==> src/rtl/lmb_pkg.sv <==
package lmb_pkg;

    typedef enum logic [1:0] {
        SLOT_IDLE    = 2'd0,
        SLOT_ISSUE   = 2'd1,
        SLOT_PENDING = 2'd2
    } slot_state_e;

    typedef enum logic [1:0] {
        OCC_EMPTY   = 2'd0,
        OCC_PARTIAL = 2'd1,
        OCC_FULL    = 2'd2
    } occ_e;

endpackage

==> src/rtl/lmb_slot.sv <==
module lmb_slot
    import lmb_pkg::*;
#(
    parameter int ADDR_W = 32,
    parameter int PREG_W = 6,
    parameter int ROB_W  = 5,
    parameter int MTAG_W = 4
) (
    input  logic              clk,
    input  logic              rst_n,
    input  logic              flush,
    input  logic              alloc_we,
    input  logic [ADDR_W-1:0] alloc_addr,
    input  logic [PREG_W-1:0] alloc_preg,
    input  logic [ROB_W-1:0]  alloc_rob,
    input  logic              accept,
    input  logic [MTAG_W-1:0] accept_tag,
    input  logic [MTAG_W-1:0] data_tag,
    output slot_state_e       state,
    output logic [ADDR_W-1:0] addr,
    output logic [PREG_W-1:0] preg,
    output logic [ROB_W-1:0]  rob,
    output logic              hit
);

    slot_state_e       state_q, state_d;
    logic [MTAG_W-1:0] tag_q;

    // tag match only for a slot that is waiting for data
    assign hit = (state_q == SLOT_PENDING) && (data_tag != '0) && (data_tag == tag_q);

    always_comb begin
        state_d = state_q;
        unique case (state_q)
            SLOT_IDLE:    if (alloc_we) state_d = SLOT_ISSUE;
            SLOT_ISSUE:   if (accept)   state_d = SLOT_PENDING;
            SLOT_PENDING: if (hit)      state_d = SLOT_IDLE;
            default:                    state_d = SLOT_IDLE;
        endcase
        if (flush) state_d = SLOT_IDLE;
    end

    always_ff @(posedge clk) begin
        if (!rst_n) state_q <= SLOT_IDLE;
        else        state_q <= state_d;
    end

    always_ff @(posedge clk) begin
        if (!rst_n) begin
            addr  <= '0;
            preg  <= '0;
            rob   <= '0;
            tag_q <= '0;
        end else begin
            if (alloc_we) begin
                addr <= alloc_addr;
                preg <= alloc_preg;
                rob  <= alloc_rob;
            end
            if (accept) tag_q <= accept_tag;
        end
    end

    assign state = state_q;

endmodule

==> src/rtl/lmb_ptr_ctl.sv <==
module lmb_ptr_ctl
    import lmb_pkg::*;
#(
    parameter int DEPTH = 8,
    parameter int IDX_W = $clog2(DEPTH)
) (
    input  logic             clk,
    input  logic             rst_n,
    input  logic             flush,
    input  logic             alloc_fire,
    input  logic             issue_fire,
    input  logic             retire_fire,
    output logic [IDX_W-1:0] tail_idx,
    output logic [IDX_W-1:0] req_idx,
    output logic [IDX_W-1:0] ret_idx,
    output occ_e             occ
);

    localparam int PTR_W = IDX_W + 1;

    logic [PTR_W-1:0] tail_q, req_q, ret_q;

    always_ff @(posedge clk) begin
        if (!rst_n || flush) begin
            tail_q <= '0;
            req_q  <= '0;
            ret_q  <= '0;
        end else begin
            if (alloc_fire)  tail_q <= tail_q + PTR_W'(1);
            if (issue_fire)  req_q  <= req_q  + PTR_W'(1);
            if (retire_fire) ret_q  <= ret_q  + PTR_W'(1);
        end
    end

    always_comb begin
        if (tail_q == ret_q)
            occ = OCC_EMPTY;
        else if ((tail_q[IDX_W-1:0] == ret_q[IDX_W-1:0]) && (tail_q[IDX_W] != ret_q[IDX_W]))
            occ = OCC_FULL;
        else
            occ = OCC_PARTIAL;
    end

    assign tail_idx = tail_q[IDX_W-1:0];
    assign req_idx  = req_q[IDX_W-1:0];
    assign ret_idx  = ret_q[IDX_W-1:0];

endmodule

==> src/rtl/lmb_result.sv <==
module lmb_result #(
    parameter int DEPTH  = 8,
    parameter int PREG_W = 6,
    parameter int ROB_W  = 5,
    parameter int DATA_W = 32
) (
    input  logic                         clk,
    input  logic                         rst_n,
    input  logic                         flush,
    input  logic [DEPTH-1:0]             hit_vec,
    input  logic [DEPTH-1:0][PREG_W-1:0] slot_preg,
    input  logic [DEPTH-1:0][ROB_W-1:0]  slot_rob,
    input  logic [DATA_W-1:0]            data_in,
    output logic                         res_valid,
    output logic [DATA_W-1:0]            res_data,
    output logic [PREG_W-1:0]            res_preg,
    output logic [ROB_W-1:0]             res_rob
);

    logic              any_hit;
    logic [PREG_W-1:0] sel_preg;
    logic [ROB_W-1:0]  sel_rob;

    // at most one slot hits, so an OR of the selected fields is enough
    always_comb begin
        any_hit  = |hit_vec;
        sel_preg = '0;
        sel_rob  = '0;
        for (int i = 0; i < DEPTH; i++) begin
            if (hit_vec[i]) begin
                sel_preg = sel_preg | slot_preg[i];
                sel_rob  = sel_rob  | slot_rob[i];
            end
        end
    end

    always_ff @(posedge clk) begin
        if (!rst_n) begin
            res_valid <= 1'b0;
            res_data  <= '0;
            res_preg  <= '0;
            res_rob   <= '0;
        end else begin
            res_valid <= any_hit && !flush;
            if (any_hit) begin
                res_data <= data_in;
                res_preg <= sel_preg;
                res_rob  <= sel_rob;
            end
        end
    end

endmodule

==> src/rtl/load_miss_buffer.sv <==
module load_miss_buffer
    import lmb_pkg::*;
#(
    parameter int DEPTH  = 8,
    parameter int ADDR_W = 32,
    parameter int PREG_W = 6,
    parameter int ROB_W  = 5,
    parameter int MTAG_W = 4,
    parameter int DATA_W = 32
) (
    input  logic              clk,
    input  logic              rst_n,
    input  logic              alloc_valid,
    input  logic [ADDR_W-1:0] alloc_addr,
    input  logic [PREG_W-1:0] alloc_preg,
    input  logic [ROB_W-1:0]  alloc_rob,
    output logic              full,
    output logic              lsq_one_load,
    output logic              mem_req_valid,
    output logic [ADDR_W-1:0] mem_req_addr,
    input  logic [MTAG_W-1:0] mem_resp_tag,
    input  logic [MTAG_W-1:0] mem_data_tag,
    input  logic [DATA_W-1:0] mem_data,
    input  logic              flush,
    output logic              res_valid,
    output logic [DATA_W-1:0] res_data,
    output logic [PREG_W-1:0] res_preg,
    output logic [ROB_W-1:0]  res_rob
);

    localparam int IDX_W = $clog2(DEPTH);

    logic [IDX_W-1:0] tail_idx, req_idx, ret_idx;
    occ_e             occ;
    logic             empty;
    logic             alloc_fire, issue_fire, retire_fire;

    slot_state_e                 slot_state [DEPTH];
    logic [DEPTH-1:0][ADDR_W-1:0] slot_addr;
    logic [DEPTH-1:0][PREG_W-1:0] slot_preg;
    logic [DEPTH-1:0][ROB_W-1:0]  slot_rob;
    logic [DEPTH-1:0]             hit_vec;

    assign full  = (occ == OCC_FULL);
    assign empty = (occ == OCC_EMPTY);

    assign alloc_fire    = alloc_valid && !full && !flush;
    assign mem_req_valid = (slot_state[req_idx] == SLOT_ISSUE);
    assign mem_req_addr  = slot_addr[req_idx];
    assign issue_fire    = mem_req_valid && (mem_resp_tag != '0) && !flush;
    assign retire_fire   = !empty && (slot_state[ret_idx] == SLOT_IDLE) && !flush;

    lmb_ptr_ctl #(
        .DEPTH (DEPTH),
        .IDX_W (IDX_W)
    ) ptr_i (
        .clk         (clk),
        .rst_n       (rst_n),
        .flush       (flush),
        .alloc_fire  (alloc_fire),
        .issue_fire  (issue_fire),
        .retire_fire (retire_fire),
        .tail_idx    (tail_idx),
        .req_idx     (req_idx),
        .ret_idx     (ret_idx),
        .occ         (occ)
    );

    for (genvar g = 0; g < DEPTH; g++) begin : g_slot
        lmb_slot #(
            .ADDR_W (ADDR_W),
            .PREG_W (PREG_W),
            .ROB_W  (ROB_W),
            .MTAG_W (MTAG_W)
        ) slot_i (
            .clk        (clk),
            .rst_n      (rst_n),
            .flush      (flush),
            .alloc_we   (alloc_fire && (tail_idx == IDX_W'(g))),
            .alloc_addr (alloc_addr),
            .alloc_preg (alloc_preg),
            .alloc_rob  (alloc_rob),
            .accept     (issue_fire && (req_idx == IDX_W'(g))),
            .accept_tag (mem_resp_tag),
            .data_tag   (mem_data_tag),
            .state      (slot_state[g]),
            .addr       (slot_addr[g]),
            .preg       (slot_preg[g]),
            .rob        (slot_rob[g]),
            .hit        (hit_vec[g])
        );
    end

    lmb_result #(
        .DEPTH  (DEPTH),
        .PREG_W (PREG_W),
        .ROB_W  (ROB_W),
        .DATA_W (DATA_W)
    ) res_i (
        .clk       (clk),
        .rst_n     (rst_n),
        .flush     (flush),
        .hit_vec   (hit_vec),
        .slot_preg (slot_preg),
        .slot_rob  (slot_rob),
        .data_in   (mem_data),
        .res_valid (res_valid),
        .res_data  (res_data),
        .res_preg  (res_preg),
        .res_rob   (res_rob)
    );

    assign lsq_one_load = res_valid;

endmodule

==> config.mk <==
export PLATFORM = sky130hd
export DESIGN_NAME = load_miss_buffer
export DESIGN_NICKNAME = d
export VERILOG_FILES = /design/src/rtl/lmb_pkg.sv /design/src/rtl/lmb_slot.sv /design/src/rtl/lmb_ptr_ctl.sv /design/src/rtl/lmb_result.sv /design/src/rtl/load_miss_buffer.sv
export SDC_FILE = /design/constraint.sdc
export NUM_CORES = 1
export LEC_CHECK = 0
export CAP_MARGIN = 25
export CORE_MARGIN = 2
export CORE_UTILIZATION = 57
export CTS_CLUSTER_DIAMETER = 100
export DETAILED_ROUTE_END_ITERATION = 10
export DONT_BUFFER_PORTS = 1
export GPL_TIMING_DRIVEN = 0
export PLACE_DENSITY = 0.81
export SYNTH_ARGS = -nofsm -noshare
export SYNTH_HDL_FRONTEND = slang
export SYNTH_SLANG_ARGS = --single-unit
==> constraint.sdc <==
create_clock -name clk -period 2.5 [get_ports clk]
set_input_delay 0.375 -clock clk [delete_from_list [all_inputs] [get_ports clk]]
set_output_delay 0.375 -clock clk [all_outputs]
set_load 0.02 [all_outputs]
Word-level counts from Yosys, hierarchy flattened
Cells that the tools add are included.
W data, S select, Z words.

word-level totals
  flip-flop bits (word level) = 448
  input port bits = 87
  output and inout port bits = 79

operators by class
  add/subtract/negate cells = 3
  order comparisons = 3
  eq/ne operators = 67
  muxes and demuxes = 58
  bitwise gates (word level) = 17
  reductions and logical operators = 69

operators with widths
  operator               count
  $bmux W32 S3           1
  $mux W2                30
  $mux W6                8
  $ne A2 B1 Y1 const B   24
  $pmux W2 S3            8
  $or A6 B6 Y6           7
  $logic_and A1 B1 Y1    40
  $mux W5                8
  $eq A4 B4 Y1           9
  $or A5 B5 Y5           7
  $mux W32               1
  $eq A3 B3 Y1 const B   8
  $reduce_and A3 Y1      8
  $logic_not A2 Y1       10
  $eq A2 B1 Y1 const B   9
  $eq A2 B2 Y1 const B   9
  $add A4 B1 Y4 const B  3
  $bmux W2 S3            2
  $eq A3 B2 Y1 const B   4
  $ge A4 B4 Y1 const B   2
  $not A3 Y4             2
  $reduce_bool A4 Y1     2
  $reduce_or A8 Y1       1
  $eq A3 B1 Y1 const B   2
  8 further kinds        12

Longest topological paths before layout
Gate-level depths: netlist (run 1).

  depth after elaboration = 18
  gate-level depth with buffers = 10

Hierarchy
From an unflattened synthesis (run 1), not the netlist that was laid out.

unflattened totals
  cells, all modules = 1835
  area, all modules = 20463.4 um2

by module, submodules not included
  module            instances  cells an instance  area an instance (um2)
  lmb_slot          8          170                1915.6
  load_miss_buffer  1          177                2377.3
  lmb_result        1          241                2187.1
  lmb_ptr_ctl       1          57                 574.3

Worst setup path before layout (run 1)
No wires, ideal clock.

  kind = register -> output
  start point = register ptr_i.req_q[0]
  end point = output port mem_req_addr[10]
  arrival = 2.178 ns
  setup slack = -0.053 ns
  stages on the path, launching flop included = 7
  path through = dfxtp_1 -> clkbuf_1 -> buf_2 -> buf_1 -> mux4_2 -> nand2_1 -> nand2_1

on the way
  longest elaborated chain between the ends = 2

ends and longest elaborated chain
  element                         line                    text
  start, declared                 lmb_ptr_ctl.sv:21       logic [PTR_W-1:0] tail_q, req_q, ret_q;
  start signal, assigned          lmb_ptr_ctl.sv:30       if (issue_fire) req_q <= req_q + PTR_W'(1);
  $bmux W32 S3                    load_miss_buffer.sv:49  assign mem_req_addr = slot_addr[req_idx];
  $mux W32 (not written as such)  load_miss_buffer.sv:49
  end, declared                   load_miss_buffer.sv:20  output logic [ADDR_W-1:0] mem_req_addr,

Every way passes these cells. The select of a mux whose other input is x is not followed.

Final worst setup path (run 1)
  start point = register ptr_i.tail_q[1]
  end point = register g_slot[2].slot_i.preg[5]

on the way
  longest elaborated chain between the ends = 9

ends and longest elaborated chain
  element                            line                    text
  start, declared                    lmb_ptr_ctl.sv:21
  start signal, assigned             lmb_ptr_ctl.sv:29       if (alloc_fire) tail_q <= tail_q + PTR_W'(1);
  $eq A3 B3 Y1                       lmb_ptr_ctl.sv:38       else if ((tail_q[IDX_W-1:0] == ret_q[IDX_W-1:0]) && (tail_q[IDX_W] != ret_q[IDX_W]))
  $logic_and A1 B1 Y1                lmb_ptr_ctl.sv:38
  $mux W2                            lmb_ptr_ctl.sv:38
  $mux W2                            lmb_ptr_ctl.sv:36       if (tail_q == ret_q)
  $eq A2 B2 Y1                       load_miss_buffer.sv:44  assign full = (occ == OCC_FULL);
  $logic_not A1 Y1                   load_miss_buffer.sv:47  assign alloc_fire = alloc_valid && !full && !flush;
  $logic_and A1 B1 Y1 (2 in series)  load_miss_buffer.sv:47
  $logic_and A1 B1 Y1 (*)            load_miss_buffer.sv:79  .alloc_we (alloc_fire && (tail_idx == IDX_W'(g))),
  end signal, assigned               lmb_slot.sv:57          preg <= alloc_preg;
  end, declared                      lmb_slot.sv:21          output logic [PREG_W-1:0] preg,

Mark *: on every way between the ends. The rest lies on a longest branch, timed or not.
A chain may end at the register's enable or synchronous reset.

==> results list, run 1 <==
- The flow ran to the end, but the final reports show violations.
* Failing checks: setup timing
- The analysis attributes to net switching a power of 3.60 mW.
* # H-tree levels: 2
* Width of the die: between 150 and 200 um
- Internal power: approximately 12 mW
* Vias in the first global route: ~18k
- First-pass GRT wire length: roughly 100 mm
- Top post-synthesis cells by count: 447 x sky130_fd_sc_hd__dfxtp_1, 345 x sky130_fd_sc_hd__nand2_1, 319 x sky130_fd_sc_hd__nand3_1
* Critical Path End Type: register
* Via count: roughly 18k
- Detailed-placement wirelength estimate: ~41 mm
* Leading cell types by total area after synthesis: sky130_fd_sc_hd__dfxtp_1 48%, sky130_fd_sc_hd__nand3_1 8.5%, sky130_fd_sc_hd__o21ai_0 8.0%
- Top flip-flop cell by instance count after synthesis: sky130_fd_sc_hd__dfxtp_1
- In this run, CTS created clock tree buffers numbering 45.
- Counting every net in the synthesized netlist gives 2,183.
- The die covers approximately 34,000 um2.
- Final clock skew: roughly 0.025 ns
- Clock Power Share: about half
- In this run, flip-flops and latches consume around 47% of the power.
- Worst skew pair latency: 0.58 ns
- sky130_fd_sc_hd__dfxtp_1 is the most common cell in the netlist.
- Standard-cell row count: 66
- Yosys printed 0 warnings.
- Final Hold Viols: 0
- The layer flagged by global routing as most heavily used is met2.
- In the final design database the tool counted around 2.3k nets.
- Quantity of I/O buffers inserted on ports: 0
- Across all setup checks in the final design, the least slack found is -0.0164 ns.
- Leakage power of the design: slightly below 8 nW
- The smallest clock period supported by the final layout is computed as around 2.5 ns.
- Iter 0 DRT Violations: a little under 3k
- Dividing the detail-routed via count by the number of cells gives around 6.7.
- Highest cell delay on the worst timing path: 0.52 ns
- Per report_power, the combinational group accounts for ~5.3% of the total.
- The completed layout was analyzed and its total power is 15.5 mW.
- For met1 alone, demand over resource in global routing was 44.8%.
* M3 GR Usage: 9.44%
* CP cell instances: xor2_2, o41a_1, buf_4, nand4_1, clkbuf_8, clkbuf_4, nand3_1, o21ai_0
- Number of top-level pins: roughly 170
- Synth top area share: between 40% and 50%
- The first detailed-routing pass took 10 iterations.
* Number of enable flip-flop cells after synthesis: 0
- Layout-stage area growth over the synthesis result: 20.5%
- Dividing total power by cell area gives a power density of ~690 nW/um2.
* RD Place Congestion: 0.911
* Unique masters post-synth: 56
* Place WS: -0.844 ns
- The synthesized design contains approximately 450 register bits.
- For the worst setup path, the data arrival time is around 3.0 ns.
- Across the VDD grid, the largest voltage drop is between 0.6 and 0.7 mV.
- Final number of setup-violating endpoints: 8
- F_max: between 0.3 and 0.4 GHz
- Total number of clock tree sinks: approximately 450
- Cells with a size suffix above 1 make up between 10% and 20% of the layout.
* Final wirelength: about 65 mm
- The placed instances occupy a cell area of 19,300 um2.
- Max-cap violations in this run came to 0.
- After floorplanning, the core was sized to cover 32,400 um2.
* Cell type with the largest total area after synthesis: sky130_fd_sc_hd__dfxtp_1
- Unrepaired setup endpoints after global routing: yes
- 0 antenna diodes ended up in the layout.
* Switching part of the total power: between 20% and 30%
* Overall overflow remaining after global route: 0
- After clock tree synthesis, the clock-pin slew on the worst setup and hold paths is around 0.060 ns.
* Synthesized cell area: between 15,000 and 20,000 um2
- The tightest min-delay check is of the in2reg type.
* Critical path's slowest cell: sky130_fd_sc_hd__o41a_1
* Clock Tree Buf Depth: 3
- The count of nets left with antenna violations once routing finished came out at 0.
* Met2 demand-to-capacity share in global routing: 58.3%
* Startpoint type of the worst setup path: register
- CP Class: reg2reg
- Sequential element share of the synthesized area: 47.9%
- Die Span Y: 185 um
- Average wire length per cell after detail routing: about 24 um
- Tot GR Track Use: 36.8%
- Highest fanout seen on the critical path: 10
- Entering global routing, the biggest net connects 15 pins.
- Initial standard-cell utilization of the core: ~58%
* Fin. max-slew vios: 0
- STA puts the critical path data required time at slightly below 3 ns.
* Residual DRC: 0
- At the pin with the least slew margin, the transition time is a little over 1 ns.
* TritonCTS clock tree: yes
- Number of antenna violations at the first check in global routing: 1
- Proportion of register bits with asynchronous set or reset after synthesis: 0%
* Post-route clock period utilization: 101%
* Syn Area/Cell: approximately 9 um2
- Synthesized instance count: approximately 2.1k
- Measured against its own limit, the worst slew margin works out to around 33%.
- Root buf cell: sky130_fd_sc_hd__clkbuf_16
- Design Area, Final: 22,500 um2
## power by group through the flow
| stage | logic (mW) | registers (mW) | clock network (mW) |
|---|---|---|---|
| 2_1_floorplan | 0.415 | 7.36 | 0 |
| 3_3_place_gp | 0.600 | 7.37 | 0 |
| 3_5_place_dp | 0.613 | 7.37 | 0 |
| 4_1_cts | 0.762 | 7.21 | 7.41 |
| 5_1_grt | 0.850 | 7.22 | 7.75 |
| 6_report | 0.819 | 7.22 | 7.49 |
## layout by cell type, fill, tap and decap left out, types with 12 or more instances in the layout
cell	n
sky130_fd_sc_hd__nor2_1	32
sky130_fd_sc_hd__dfxtp_1	443
sky130_fd_sc_hd__xnor2_1	19
sky130_fd_sc_hd__and3_1	12
sky130_fd_sc_hd__o21ai_0	296
sky130_fd_sc_hd__a21oi_1	26
sky130_fd_sc_hd__buf_4	21
sky130_fd_sc_hd__a21boi_0	106
sky130_fd_sc_hd__xor2_1	17
sky130_fd_sc_hd__clkbuf_2	50
sky130_fd_sc_hd__clkbuf_1	83
sky130_fd_sc_hd__mux2i_1	16
sky130_fd_sc_hd__a21boi_1	24
sky130_fd_sc_hd__dlygate4sd3_1	74
sky130_fd_sc_hd__clkbuf_16	47
sky130_fd_sc_hd__nor2b_1	17
sky130_fd_sc_hd__nand2_1	307
sky130_fd_sc_hd__a222oi_1	20
sky130_fd_sc_hd__ha_1	13
sky130_fd_sc_hd__mux4_2	66
sky130_fd_sc_hd__a22oi_1	13
sky130_fd_sc_hd__clkbuf_8	19
sky130_fd_sc_hd__nand2_2	28
sky130_fd_sc_hd__nand3_1	315
## per-stage QoR
step	utilization, %	hold slack [ns]	TNS [ns]	instances
after global routing	69.5	0.00819	-3.97	2704
after CTS	68.9	0.00240	-0.0627	2704
after floorplan	-	0.438	0	2083
after global placement	59.4	0.447	-126.98	2525
after detailed placement	59.6	0.458	-124.27	2531
final	69.5	0.000789	-0.0601	2704
## flip-flops by register name (all words and copies together) (netlist names)
| register | cells |
|---|---|
| g_slot.slot_i.state | 16 |
| ptr_i.tail_q | 4 |
| res_i.res_preg | 6 |
| g_slot.slot_i.preg | 48 |
| g_slot.slot_i.tag_q | 32 |
| ptr_i.req_q | 3 |
| res_i.res_valid | 1 |
| g_slot.slot_i.rob | 40 |
| res_i.res_data | 32 |
| g_slot.slot_i.addr | 256 |
| res_i.res_rob | 5 |
| ptr_i.ret_q | 4 |
## layout make-up
class | count | area [um2]
multi-input cells | 1434 | 9200
inverters | 11 | 41.3
repair buffers | 98 | 993
clock inverters | 23 | 325
plain buffers | 188 | 1110
flip-flops and latches | 447 | 8960
fillers | 2323 | 9860
clock buffers | 61 | 1330
well taps | 442 | 553
## timing repair
item / CTS / global route
hold endpoints to repair: 116 / 0
setup buffers: 11 / 5
gates cloned: 4 / 1
hold buffers: 74 / 0
pin swaps: 9 / 7
gates resized for setup: 156 / 112
setup endpoints to repair: 364 / 402
## worst max-delay path, delay by kind of cell (launching register included)
| family | cells | cell delay, ns |
|---|---|---|
| DFF | 1 | 0.47 |
| and+or+nand+nor | 2 | 0.36 |
| xor gates and xnor gates | 1 | 0.15 |
| buffers and inverters | 3 | 0.77 |
| AOI/OAI and AO/OA | 2 | 0.67 |
## final timing paths
check	startpoint	end	slack, ns	cells past startpoint
max	ptr_i.tail_q[1]	g_slot[2].slot_i.preg[5]	-0.02	8
min	alloc_preg[5]	g_slot[7].slot_i.preg[5]	0.0008	2
max reg2reg	ptr_i.tail_q[1]	g_slot[2].slot_i.preg[5]	-0.02	8
min reg2reg	g_slot[7].slot_i.addr[28]	g_slot[7].slot_i.addr[28]	0.47	2
## metal layers
layer / up-vias / routed length, um
li1: 7697 / -
met1: 8699 / 23200
met2: 1449 / 29500
met3: 343 / 8410
met4: 2 / 4170
met5: - / 8
## cells by family after synthesis
logic type	Yosys count	share of synthesized area, %
flops	447	47.9
buf+inv	202	4.43
mux	82	8.81
simple gates	777	19.1
xor+xnor	39	1.83
compound gates	523	17.1
fa+ha+maj	13	0.871
No activity file was read; power rests on OpenSTA's default activity.
==> run 2: changes to the inputs <==
CORE_MARGIN = not set   (was 2)
PLACE_DENSITY = 0.74   (was 0.81)
TNS_END_PERCENT = 50   (was not set)
==> results list, run 2 (same netlist as run 1, synthesis figures left out) <==
* Status: finished with violations
- The final reports fail on setup timing.
- Root buf cell: sky130_fd_sc_hd__clkbuf_16
- Comb power frac: roughly 5.3%
- The initialized floorplan defines 65 standard-cell rows.
* Biggest register: g_slot.slot_i.addr
- Max-cap violations: 0
- The core region is 31,900 um2.
* Final Hold Viols: 0
- After the last flow step, the layout net total stands at between 2k and 2.5k.
* Detailed-placement wirelength estimate: 41.2 mm
* Die footprint: around 34,000 um2
- F_max: 0.386 GHz
- Final wirelength: 63.6 mm
* Largest registers in the final layout: g_slot.slot_i.addr: 256 flops, g_slot.slot_i.preg: 48 flops, g_slot.slot_i.rob: 40 flops
- Slew at the pin with the worst max-slew slack: approximately 0.96 ns
- In this design, the critical path's most frequently occurring cell is sky130_fd_sc_hd__buf_12.
- Startpoint type of the worst setup path: register
* TritonCTS clock tree: yes
* Total power: ~15 mW
* Width of the die: 183 um
* Critical path's slowest cell: sky130_fd_sc_hd__mux4_2
* Iter 0 DRT Violations: about 2.4k
* Unrepaired setup endpoints after global routing: yes
- On the critical path the largest part of the delay comes from multiplexers.
- Data on the critical path arrives at its endpoint at 2.21 ns.
- The initial utilization of the core area, before any placement, comes to between 50% and 60%.
- Summing all placed instances gives a cell area of between 15,000 and 20,000 um2.
* Design Area, Final: 22,500 um2
- The clock reaches the later pin of the worst-skew pair after 0.55 ns.
- # H-tree levels: 2
- In the global route stage, overall resource usage came out at 37.0%.
- Via-per-instance ratio: approximately 6.5
- Data required time at the worst endpoint: around 2.1 ns
- Clock slew at the register clock pins of the worst setup and hold paths: around 0.06 ns
- IR analysis of the VDD net gives a maximum drop of about 0.65 mV.
- The top cell types in the final layout, fill and taps aside, are 443 x sky130_fd_sc_hd__dfxtp_1, 315 x sky130_fd_sc_hd__nand3_1, 297 x sky130_fd_sc_hd__o21ai_0.
- Quantity of I/O buffers inserted on ports: 0
- In this run the vertical extent of the chip is between 150 and 200 um.
- Detail Route Antenna Nets: 0
- Fin crit period: ~2.6 ns
- The number of pins with negative max-slew slack in the final report is 0.
* Count of non-filler cells in the finished layout: 2,691
- The post-route netlist has 16.0% of its cells at a drive strength greater than 1.
- Summing all flip-flop and latch instances after layout gives approximately 9000 um2.
- Kind of path behind the tightest hold check: in2reg
- Via count: around 18k
- Layout-stage area growth over the synthesis result: 20.6%
- Total area of multi-input combinational cells: 9330 um2
- Across all setup checks in the final design, the least slack found is -0.0894 ns.
* Leakage power of the design: 7.87 nW
* Flop pwr share: 47.6%
- The worst setup path is captured at an output pin.
* Areal power density over the cells: ~670 nW/um2
- Walking the worst path, the cells encountered are buf_12, buf_12, buf_8, buf_12, mux4_2, nand2_2, nand2_4.
* Switching part of the total power: 22.7%
- Number of top-level pins: 166
- The congestion estimate from routability-driven global placement came to 0.883.
- Together, buffers and inverters on the worst path number 4.
- Highest fanout seen on the critical path: 5
- Internal power comes to around 12 mW.
* Final number of setup-violating endpoints: 9
- The first global-routing pass estimated between 90 and 100 mm of wire.
- Place WS: -0.804 ns
- CP Class: reg2out
- Final clock skew: 0.0162 ns
- Max-slew headroom: between 30% and 40%
- In the routed design, unresolved DRC markers number 0.
- Number of antenna violations at the first check in global routing: 0
- Vias in the first global route: 17.1k
- Average wire length per cell after detail routing: 23.6 um
- Length of the first detailed-routing pass in iterations: 9
- Antenna Diode Count: 0
* Total number of clock tree sinks: 447
- The register with the most flip-flops in the layout has around 260 of them.
* Placed instance count: about 2.5k
- Aggregate negative setup slack: -0.379 ns
* Post-route clock period utilization: 104%
- In this run, CTS created clock tree buffers numbering between 40 and 50.
- Highest cell delay on the worst timing path: ~0.54 ns
- Net switching power: 3.45 mW
- Pin count of the biggest net entering global routing: 14
* Most frequent standard cell in the layout excluding fill and tap cells: sky130_fd_sc_hd__dfxtp_1
- # fillers: 2,372
- The clock passes through at most 3 buffers.
- Per report_power, the clock group accounts for roughly 47% of the total.
* Overall overflow remaining after global route: 0
## run 2: cell count changes in the layout (fill, tap and decap cells not counted), sizes merged
cell / change
clkbuf: +8
dlygate4sd3: -14
clkinv: -5
bufinv: -2
clkinvlp: -2
buf: +9
## run 2: cell type report
type / count / share of cell area [%]
clock inverters: 14 / 0.883
multi-input cells: 1434 / 41.4
inverters: 11 / 0.183
plain buffers: 186 / 4.69
well taps: 435 / 2.42
repair buffers: 95 / 4.60
flip-flops and latches: 447 / 39.8
clock buffers: 69 / 6.03
## run 2: stage by stage
| step | hold slack (ns) | utilization [%] |
|---|---|---|
| after global placement | 0.446 | 60.3 |
| after CTS | 0.00102 | 69.9 |
| after global routing | 0.00797 | 70.7 |
| after floorplan | 0.438 | - |
| after detailed placement | 0.456 | 60.5 |
| final | 0.0000121 | 70.7 |
## run 2: power by group through the flow
stage	clock network, mW	registers (mW)	logic, mW
final	7.13	7.22	0.804
after floorplan	0	7.36	0.415
after detailed placement	0	7.37	0.621
after global routing	7.42	7.22	0.840
after global placement	0	7.37	0.609
after CTS	7.10	7.21	0.761
## run 2: timing repair
| item | CTS | global route |
|---|---|---|
| endpoints found under the setup margin | 382 | 368 |
| gates cloned | 5 | 1 |
| pin swaps | 23 | 22 |
| setup buffers | 18 | 7 |
| gates resized for setup | 192 | 90 |
| endpoints found under the hold margin | 100 | 1 |
| hold buffers | 59 | 1 |
## run 2: worst paths after layout
| check | end | slack, ns | cells past startpoint | start |
|---|---|---|---|---|
| setup reg to reg | res_i.res_data[23] | 0.02 | 8 | g_slot[0].slot_i.state[1] |
| hold / removal | g_slot[3].slot_i.addr[11] | 0.00001 | 2 | alloc_addr[11] |
| hold reg to reg | g_slot[7].slot_i.addr[29] | 0.46 | 2 | g_slot[7].slot_i.addr[29] |
| setup / recovery | mem_req_addr[24] | -0.09 | 7 | ptr_i.req_q[0] |
## run 2: metal layers
layer  track usage, %  up-vias  share of wire [%]
met4             18.6        0                4.9
li1                 -     7699                  -
met1             46.4     8480                 38
met3             7.74      238                 11
met2             60.4     1111                 46
met5                0        -                  0
